**config.mk**
```make
export PLATFORM = sky130hd
export DESIGN_NAME = sio_cfg_port
export DESIGN_NICKNAME = d
export VERILOG_FILES = /design/src/rtl/sio_pkg.sv /design/src/rtl/sio_win_decode.sv /design/src/rtl/sio_index_reg.sv /design/src/rtl/sio_reg_bank.sv /design/src/rtl/sio_cfg_port.sv
export SDC_FILE = /design/constraint.sdc
export NUM_CORES = 1
export LEC_CHECK = 0
export ABC_AREA = 0
export CORE_UTILIZATION = 55
export DETAILED_ROUTE_END_ITERATION = 10
export PLACE_DENSITY_LB_ADDON = 0.25
export SYNTH_ARGS = -nofsm -noshare
export SYNTH_HDL_FRONTEND = slang
export SYNTH_HIERARCHICAL = 1
export SYNTH_SLANG_ARGS = --single-unit
```
**constraint.sdc**
```tcl
create_clock -name clk -period 3.6 [get_ports clk]
set_input_delay 0.72 -clock clk [delete_from_list [all_inputs] [get_ports clk]]
set_output_delay 0.72 -clock clk [all_outputs]
set_load 0.1 [all_outputs]
```
**src/rtl/sio_pkg.sv**
```systemverilog
package sio_pkg;

  typedef logic [7:0] byte_t;

  // Writable selectors; all others discard data writes.
  function automatic bit reg_writable(int unsigned i);
    case (i)
      8'hE0, 8'hE1, 8'hE2, 8'hE3,
      8'hE6, 8'hE7, 8'hE8,
      8'hEE, 8'hEF, 8'hF0, 8'hF1, 8'hF2,
      8'hF4, 8'hF6, 8'hF8, 8'hFC: return 1'b1;
      default:                     return 1'b0;
    endcase
  endfunction

  // Fixed contents after reset.
  function automatic byte_t reg_init(int unsigned i);
    case (i)
      8'hE0:   return 8'h3C;  // identification
      8'hE2:   return 8'h03;  // function select
      8'hE3:   return 8'hFC;  // floppy base
      8'hE6:   return 8'hDE;  // parallel base
      8'hE7:   return 8'hFE;  // first serial base
      8'hE8:   return 8'hBE;  // second serial base
      default: return 8'h00;
    endcase
  endfunction

endpackage

```
**src/rtl/sio_win_decode.sv**
```systemverilog
module sio_win_decode #(
  parameter int          ADDR_W      = 16,
  parameter int          OFF_W       = 8,
  parameter int          CFG_W       = 8,
  parameter logic [15:0] BASE        = 16'h03F0,
  parameter logic [7:0]  GATE_OFFSET = 8'h85,
  parameter int          GATE_BIT    = 1
) (
  input  logic              clk,
  input  logic              rst,
  input  logic [ADDR_W-1:0] io_addr,
  input  logic              io_rd,
  input  logic              io_wr,
  input  logic              cfg_wr,
  input  logic [OFF_W-1:0]  cfg_off,
  input  logic [CFG_W-1:0]  cfg_data,
  output logic              win_en,
  output logic              hit,
  output logic              idx_we,
  output logic              dat_we
);

  localparam logic [ADDR_W-1:0] IDX_ADDR = ADDR_W'(BASE);
  localparam logic [ADDR_W-1:0] DAT_ADDR = ADDR_W'(BASE) + ADDR_W'(1);

  logic gate_hit;
  logic at_idx, at_dat;

  assign gate_hit = cfg_wr && (cfg_off == OFF_W'(GATE_OFFSET));

  always_ff @(posedge clk) begin
    if (rst)           win_en <= 1'b0;
    else if (gate_hit) win_en <= cfg_data[GATE_BIT];
  end

  assign at_idx = (io_addr == IDX_ADDR);
  assign at_dat = (io_addr == DAT_ADDR);
  assign hit    = win_en && (at_idx || at_dat);
  assign idx_we = win_en && at_idx && io_wr;
  assign dat_we = win_en && at_dat && io_wr;

  p_gate_follow_r7: assert property (@(posedge clk) disable iff (rst)
    gate_hit |=> (win_en == $past(cfg_data[GATE_BIT])));

  p_gate_hold_r7: assert property (@(posedge clk) disable iff (rst)
    !gate_hit |=> $stable(win_en));

  p_no_strobe_when_closed_r8: assert property (@(posedge clk) disable iff (rst)
    !win_en |-> !(idx_we || dat_we || hit));

  p_single_target_r9: assert property (@(posedge clk) disable iff (rst)
    $countones({idx_we, dat_we}) <= 1);

  logic unused_rd;
  assign unused_rd = io_rd;

endmodule

```
**src/rtl/sio_index_reg.sv**
```systemverilog
module sio_index_reg #(
  parameter int IDX_W = 8
) (
  input  logic             clk,
  input  logic             rst,
  input  logic             idx_we,
  input  logic [IDX_W-1:0] wdata,
  output logic [IDX_W-1:0] idx
);

  always_ff @(posedge clk) begin
    if (rst)         idx <= '0;
    else if (idx_we) idx <= wdata;
  end

  p_idx_load_r1: assert property (@(posedge clk) disable iff (rst)
    idx_we |=> (idx == $past(wdata)));

  p_idx_hold_r8: assert property (@(posedge clk) disable iff (rst)
    !idx_we |=> $stable(idx));

endmodule

```
**src/rtl/sio_reg_bank.sv**
```systemverilog
module sio_reg_bank #(
  parameter int IDX_W  = 8,
  parameter int DATA_W = 8
) (
  input  logic              clk,
  input  logic              rst,
  input  logic [IDX_W-1:0]  idx,
  input  logic              wr_en,
  input  logic [DATA_W-1:0] wdata,
  output logic [DATA_W-1:0] rd_val
);

  localparam int NUM = 1 << IDX_W;

  logic [NUM*DATA_W-1:0] regs_flat;

  for (genvar g = 0; g < NUM; g++) begin : g_cell
    localparam logic [DATA_W-1:0] INIT = DATA_W'(sio_pkg::reg_init(g));
    if (sio_pkg::reg_writable(g)) begin : g_rw
      logic [DATA_W-1:0] q;
      always_ff @(posedge clk) begin
        if (rst)                                  q <= INIT;
        else if (wr_en && idx == IDX_W'(g))       q <= wdata;
      end
      assign regs_flat[g*DATA_W +: DATA_W] = q;
    end else begin : g_ro
      assign regs_flat[g*DATA_W +: DATA_W] = INIT;
    end
  end

  assign rd_val = regs_flat[idx*DATA_W +: DATA_W];

  p_ro_stable_r3: assert property (@(posedge clk) disable iff (rst)
    (wr_en && !sio_pkg::reg_writable(int'(idx))) |=> $stable(regs_flat));

  p_no_write_stable_r8: assert property (@(posedge clk) disable iff (rst)
    !wr_en |=> $stable(regs_flat));

  p_rw_update_r4: assert property (@(posedge clk) disable iff (rst)
    (wr_en && sio_pkg::reg_writable(int'(idx))) |=> (rd_val == $past(wdata)));

endmodule

```
**src/rtl/sio_cfg_port.sv**
```systemverilog
module sio_cfg_port #(
  parameter int          ADDR_W      = 16,
  parameter int          DATA_W      = 8,
  parameter int          IDX_W       = 8,
  parameter int          OFF_W       = 8,
  parameter logic [15:0] BASE        = 16'h03F0,
  parameter logic [7:0]  GATE_OFFSET = 8'h85,
  parameter int          GATE_BIT    = 1
) (
  input  logic              clk,
  input  logic              rst,
  input  logic [ADDR_W-1:0] io_addr,
  input  logic [DATA_W-1:0] io_wdata,
  input  logic              io_rd,
  input  logic              io_wr,
  output logic [DATA_W-1:0] io_rdata,
  input  logic              cfg_wr,
  input  logic [OFF_W-1:0]  cfg_off,
  input  logic [DATA_W-1:0] cfg_data
);

  localparam logic [DATA_W-1:0] IDLE = '1;

  logic              win_en, hit, idx_we, dat_we;
  logic [IDX_W-1:0]  idx;
  logic [DATA_W-1:0] rd_val;

  sio_win_decode #(
    .ADDR_W(ADDR_W), .OFF_W(OFF_W), .CFG_W(DATA_W), .BASE(BASE),
    .GATE_OFFSET(GATE_OFFSET), .GATE_BIT(GATE_BIT)
  ) u_dec (
    .clk(clk), .rst(rst), .io_addr(io_addr), .io_rd(io_rd), .io_wr(io_wr),
    .cfg_wr(cfg_wr), .cfg_off(cfg_off), .cfg_data(cfg_data),
    .win_en(win_en), .hit(hit), .idx_we(idx_we), .dat_we(dat_we)
  );

  sio_index_reg #(.IDX_W(IDX_W)) u_idx (
    .clk(clk), .rst(rst), .idx_we(idx_we),
    .wdata(io_wdata[IDX_W-1:0]), .idx(idx)
  );

  sio_reg_bank #(.IDX_W(IDX_W), .DATA_W(DATA_W)) u_bank (
    .clk(clk), .rst(rst), .idx(idx), .wr_en(dat_we),
    .wdata(io_wdata), .rd_val(rd_val)
  );

  always_ff @(posedge clk) begin
    if (rst)        io_rdata <= IDLE;
    else if (io_rd) io_rdata <= hit ? rd_val : IDLE;
  end

  p_idle_read_r8: assert property (@(posedge clk) disable iff (rst)
    (io_rd && !hit) |=> (io_rdata == IDLE));

  p_rdata_hold_r2: assert property (@(posedge clk) disable iff (rst)
    !io_rd |=> $stable(io_rdata));

  p_hit_read_r10: assert property (@(posedge clk) disable iff (rst)
    (io_rd && hit) |=> (io_rdata == $past(rd_val)));

endmodule

```
==> results of run 1 <==
==> state kept, by name (all words and copies together) (netlist names) <==
name	flops
u_bank/g_cell.g_rw.q	128
u_idx/idx	8
io_rdata	8
u_dec/win_en	1
==> worst max-delay path: stages <==
cell and delay (ns):
clkdlybuf4s50_1 0.45, nor4bb_1 0.29, nand3_1 0.17, nor3_1 0.37, buf_4 0.19, nand4_4 0.25
nor4_4 0.29, buf_4 0.25, nor2b_1 0.08, a211o_1 0.27
==> cells by family (layout without fill, tap and decap cells) <==
group | after synthesis | in the layout | synth area share [%]
AOI/OAI and AO/OA | 82 | 82 | 9.881
buffers and inverters | 61 | 105 | 4.466
DFF | 145 | 145 | 43.17
muxes | 148 | 148 | 23.97
and+or+nand+nor | 215 | 215 | 18.52
==> area by class of cell <==
type	count	share of cell area (%)
Clock buffer	20	5.702
Multi-Input combinational cell	445	44.94
Clock inverter	12	1.677
Tap cell	147	2.348
Inverter	3	0.1437
Timing Repair Buffer	70	8.114
Sequential cell	145	37.07
==> power breakdown <==
part | switching [uW] | internal [uW] | total, uW
sequential | 0.00815 | 1600 | 1600
combinational | 66.4 | 43.8 | 110
clock | 668 | 1040 | 1710
==> per-stage QoR <==
step	worst slack, ns	hold slack (ns)
final	0.5578	0.4884
after global placement	0.2639	0.4677
after global routing	0.3372	0.5175
after CTS	0.5783	0.4875
after detailed placement	0.1627	0.4733
after floorplan	0.8450	0.4429
==> metal layers <==
metal  track usage [%]  up-vias  share of wire [%]
met5                 0        -                  0
met4             9.333        0                2.3
li1                  -     2391                  -
met1             34.30     2504                 45
met3             6.533       25                6.6
met2             43.46      170                 46
==> cells in the mapped netlist (all sizes together) (2+ instances only) <==
master,n
nor3,13
o2bb2ai,8
nor2,117
clkbuf,30
nand4b,2
o22ai,14
nor4,8
a21oi,8
nand3,4
nor4bb,4
a211o,31
nand3b,2
buf,28
a211oi,3
mux2i,134
mux4,10
or3b,2
nand2b,4
nor2b,35
a221oi,12
dfxtp,145
and4b,3
a22o,2
inv,3
nand2,5
mux2,4
o21ai,2
nand4,7
and2,4
==> worst max path at each step <==
stage	end	slack, ns	start
global placement	u_bank/g_cell[227].g_rw.q[7]	0.26	io_addr[4]
global route	u_bank/g_cell[231].g_rw.q[6]	0.34	io_addr[6]
finish	u_bank/g_cell[231].g_rw.q[5]	0.56	io_addr[6]
floorplan	u_bank/g_cell[231].g_rw.q[5]	0.84	io_addr[2]
CTS	u_bank/g_cell[231].g_rw.q[6]	0.58	io_addr[6]
detailed placement	u_bank/g_cell[231].g_rw.q[4]	0.16	io_addr[6]
==> results.txt, run 1 <==
# setup viols final = 0
largest net degree at the start of global routing = 74
final wirelength = 16250 um
post-route minimum period = 3.042 ns
RR Endpoint = io_rdata[6]
Die W = 112.6 um
Max VDD drop = 349.2 uV
Clock Pin Slew Worst Setup and Hold Paths = 0.06 ns
worst-skew pair later-pin latency = 0.41 ns
dpl cell area = 0.007256 sq mm
Clock Skew = 0.01001 ns
sequential area share after synthesis = 43.17%
CTS tree = built
Nets = 727
status = complete, no violations
fraction of layout cells with a size suffix above 1 = 14.39%
Fillers = 923
register area = 0.002904 sq mm
# DRC = 0
GRT Residual Overflow = 0
Post-synth EDFFs = 0
Final Core Density = 65.49%
Total Routing Usage GR = 26.60%
Worst EP required = 3.90 ns
CP Data Arrival Time = 3.34 ns
Max-cap violations = 0
kind of critical path = in2reg
commonest non-fill, non-tap cell in the layout = dfxtp_1
Core ar. = 0.01196 sq mm
Num CTS Buffers = 17
Setup TNS Final = 0 ns
# hold bufs at CTS = 0
ANT nets after route = 0
hpwl dp = 10640 um
Die Area = 0.01267 sq mm
Yosys cell types = 50
Period Utilization, post-route = 84.50%
H-tree depth = 4
Max clock buf depth = 2
Synth area leader = dfxtp_1
Die Y = 112.6 um
DP Cell Count = 810
global-route wire length before repair = 26090 um
Async SR Flop Fraction = 0%
post-synth top area share = 43.17%
CP endpoint kind = flop
Mapped Avg Cell Area = 10.33 sq um
initial antenna violation count = 0
Pwr Density = 437.0 mW/mm^2
CTS Sinks = 145
CTS Root Cell = clkbuf_16
worst-path fanout max = 15
worst hold-check path type = reg2reg
RSZ-0062 raised after global routing = false
Initial Util = 56.21%
PostCTS Resize Cnt = 0
Max Slew Vio Count = 0
Fmax = 0.3287 GHz
Final Hold Fails = 0
area delta synth->final = 16.51%
static leakage = 0.003017 uW
via count = 5090
vias in the first global route = 5030
fin area = 0.007834 sq mm
top post-synthesis cells by area = dfxtp_1 (43%), mux2i_1 (20%), nor2_1 (6.5%)
top_reg_cell synth = dfxtp_1
FF-to-FF Start = u_idx/idx[0]
Ys Warns = 6
io pins = 53
Mapped Nets = 696
Site Rows = 40
register bit total from synthesis = 145
fin cells = 842
commonest cells after routing, fill and taps aside = dfxtp_1 (144), mux2i_1 (134), nor2_1 (116)
# Post-CTS Setup Buffers = 0
worst rel slew slack = 32.39%
Cells after Synth = 651
number of DRC markers in iteration 0 = 407
Avg Vias per Cell = 6.045
Setup crit start kind = primary input
Multi-input gate area = 0.003521 sq mm
r2r setup slk = 0.86 ns
total power = 3423 uW
Worst Max-Slew Pin Slew = 1.000 ns
Hold Path Origin = u_bank/g_cell[225].g_rw.q[0]
ant diodes = 0
WHS Endpoint = u_bank/g_cell[225].g_rw.q[0]
Routed WL per cell = 19.30 um
r2r worst-path depth = 7
Routability Congestion = 0.8501
DRT Pass-1 Iters = 5
worst hold path stage count = 2
Buffers on Ports = 45
Post-Syn Area = 0.006724 sq mm
(Power assumes the default switching activity.)
==> run 2, diff against run 1 <==
clock period = 2.8 ns   (was 3.6 ns; I/O delays follow)
==> results.txt, run 2 (synthesized netlist as in run 1, its figures left out) <==
status = complete, no violations
Routability Congestion = 0.8649
post-route minimum period = 2.612 ns
Max-cap violations = 0
final wirelength = 16660 um
Initial Util = 56.21%
max reg flops = 128
Final Hold Fails = 0
Clock Pin Slew Worst Setup and Hold Paths = 0.06 ns
largest registers = u_bank/g_cell.g_rw.q (128), io_rdata (8), u_idx/idx (8)
worst-path fanout max = 17
CTS Sinks = 145
kind of critical path = reg2reg
area delta synth->final = 21.51%
# DRC = 0
dpl cell area = 0.007566 sq mm
CTS Root Cell = clkbuf_16
DRT Pass-1 Iters = 5
WHS Endpoint = io_rdata[6]
Setup crit start kind = flop
r2r setup slk = 0.19 ns
worst rel slew slack = 43.68%
Routed WL per cell = 19.18 um
Most Frequent Cell on Critical Path = buf_4
Core ar. = 0.01196 sq mm
ANT nets after route = 0
ant diodes = 0
fraction of layout cells with a size suffix above 1 = 18.70%
Num CTS Buffers = 17
Site Rows = 40
io pins = 53
Fillers = 852
# hold bufs at CTS = 0
fin area = 0.008170 sq mm
vias in the first global route = 5056
Buffers on Ports = 45
Max clock buf depth = 2
Pwr Density = 534.3 mW/mm^2
Die Y = 112.6 um
Largest Register = u_bank/g_cell.g_rw.q
RR Endpoint = io_rdata[5]
Die Area = 0.01267 sq mm
Clock Skew = 0.006288 ns
cells along the critical path = buf_4, buf_4, mux2i_1, o22ai_1, a221oi_1, o2bb2ai_1, nor2_1, a21oi_2
worst hold-check path type = reg2reg
Total Routing Usage GR = 27.20%
met3 usage = 6.156%
fin cells = 869
Die W = 112.6 um
Fmax = 0.3828 GHz
Worst path slowest cell = dfxtp_2
Top Usage Layer GRT = met2
worst-skew pair later-pin latency = 0.42 ns
Period Utilization, post-route = 93.29%
Max VDD drop = 410.1 uV
via count = 5284
Worst Max-Slew Pin Slew = 0.8422 ns
static leakage = 0.003200 uW
largest net degree at the start of global routing = 58
post-place setup slack = -0.2406 ns
Worst EP required = 3.10 ns
worst hold path stage count = 2
worst setup margin = 0.1878 ns
number of DRC markers in iteration 0 = 457
Max Slew Vio Count = 0
FF-to-FF Start = u_idx/idx[0]
Setup TNS Final = 0 ns
CP endpoint kind = flop
hpwl dp = 10930 um
H-tree depth = 4
Hold Path Origin = io_rdata[6]
global-route wire length before repair = 26230 um
CP Data Arrival Time = 2.91 ns
RSZ-0062 raised after global routing = false
met1 usage = 34.64%
M2 GR Usage = 42.96%
Final Core Density = 68.31%
Crit path largest cell delay = 0.64 ns
initial antenna violation count = 0
Nets = 755
commonest cells after routing, fill and taps aside = dfxtp_1 (144), mux2i_1 (134), nor2_1 (116)
CTS tree = built
r2r worst-path depth = 8
GRT Residual Overflow = 0
commonest non-fill, non-tap cell in the layout = dfxtp_1
DP Cell Count = 834
Avg Vias per Cell = 6.081
# setup viols final = 0
run 2: area by class of cell:
| cell class | count | area [sq um] | area share, % |
|---|---|---|---|
| inverter | 3 | 11.26 | 0.1378 |
| clock inverter | 5 | 50.05 | 0.6126 |
| timing repair buffer | 98 | 975.9 | 11.94 |
| sequential | 145 | 2904 | 35.54 |
| multi-input combinational | 445 | 3526 | 43.15 |
| clock buffer | 26 | 519.2 | 6.355 |
| tap | 147 | 183.9 | 2.251 |
run 2: worst max path at each step:
stage	from	endpoint	slack (ns)	cells past startpoint
2_1_floorplan	io_addr[2]	u_bank/g_cell[231].g_rw.q[5]	0.20	8
3_3_place_gp	io_addr[4]	u_bank/g_cell[227].g_rw.q[3]	-0.21	10
3_5_place_dp	io_addr[4]	u_bank/g_cell[227].g_rw.q[4]	-0.24	10
4_1_cts	io_addr[4]	u_bank/g_cell[227].g_rw.q[4]	0.17	10
5_1_grt	io_addr[4]	u_bank/g_cell[239].g_rw.q[4]	0.002	11
6_report	u_idx/idx[0]	io_rdata[5]	0.19	8
run 2: critical path, delay by kind of cell (launching register included):
kind | cells | cell delay [ns]
multiplexers | 1 | 0.24
AO/OA/AOI/OAI | 4 | 0.83
AND/OR/NAND/NOR | 1 | 0.16
flip-flops | 1 | 0.64
buffers and inverters | 2 | 0.58
run 2: stage by stage:
step / power [uW] / hold WS [ns]
2_1_floorplan: 2174 / 0.4429
3_3_place_gp: 2247 / 0.4613
3_5_place_dp: 2249 / 0.4701
4_1_cts: 4389 / 0.4829
5_1_grt: 4493 / 0.5014
6_report: 4365 / 0.4793
run 2: repair_timing:
action / 4_1_cts / 5_1_grt
buffers inserted: 0 / 4
gates resized for setup: 0 / 1
setup endpoints to repair: 0 / 18
run 2: where the power goes:
part           internal (uW)  switching (uW)
clock                   1350             807
sequential              2060          0.0114
combinational           58.3            84.5
run 2: layer usage:
layer | vias to the layer above | share of wire, %
met4 | 0 | 3.4
met1 | 2566 | 44
met5 | - | 0
met2 | 217 | 46
met3 | 43 | 6.9
li1 | 2458 | -
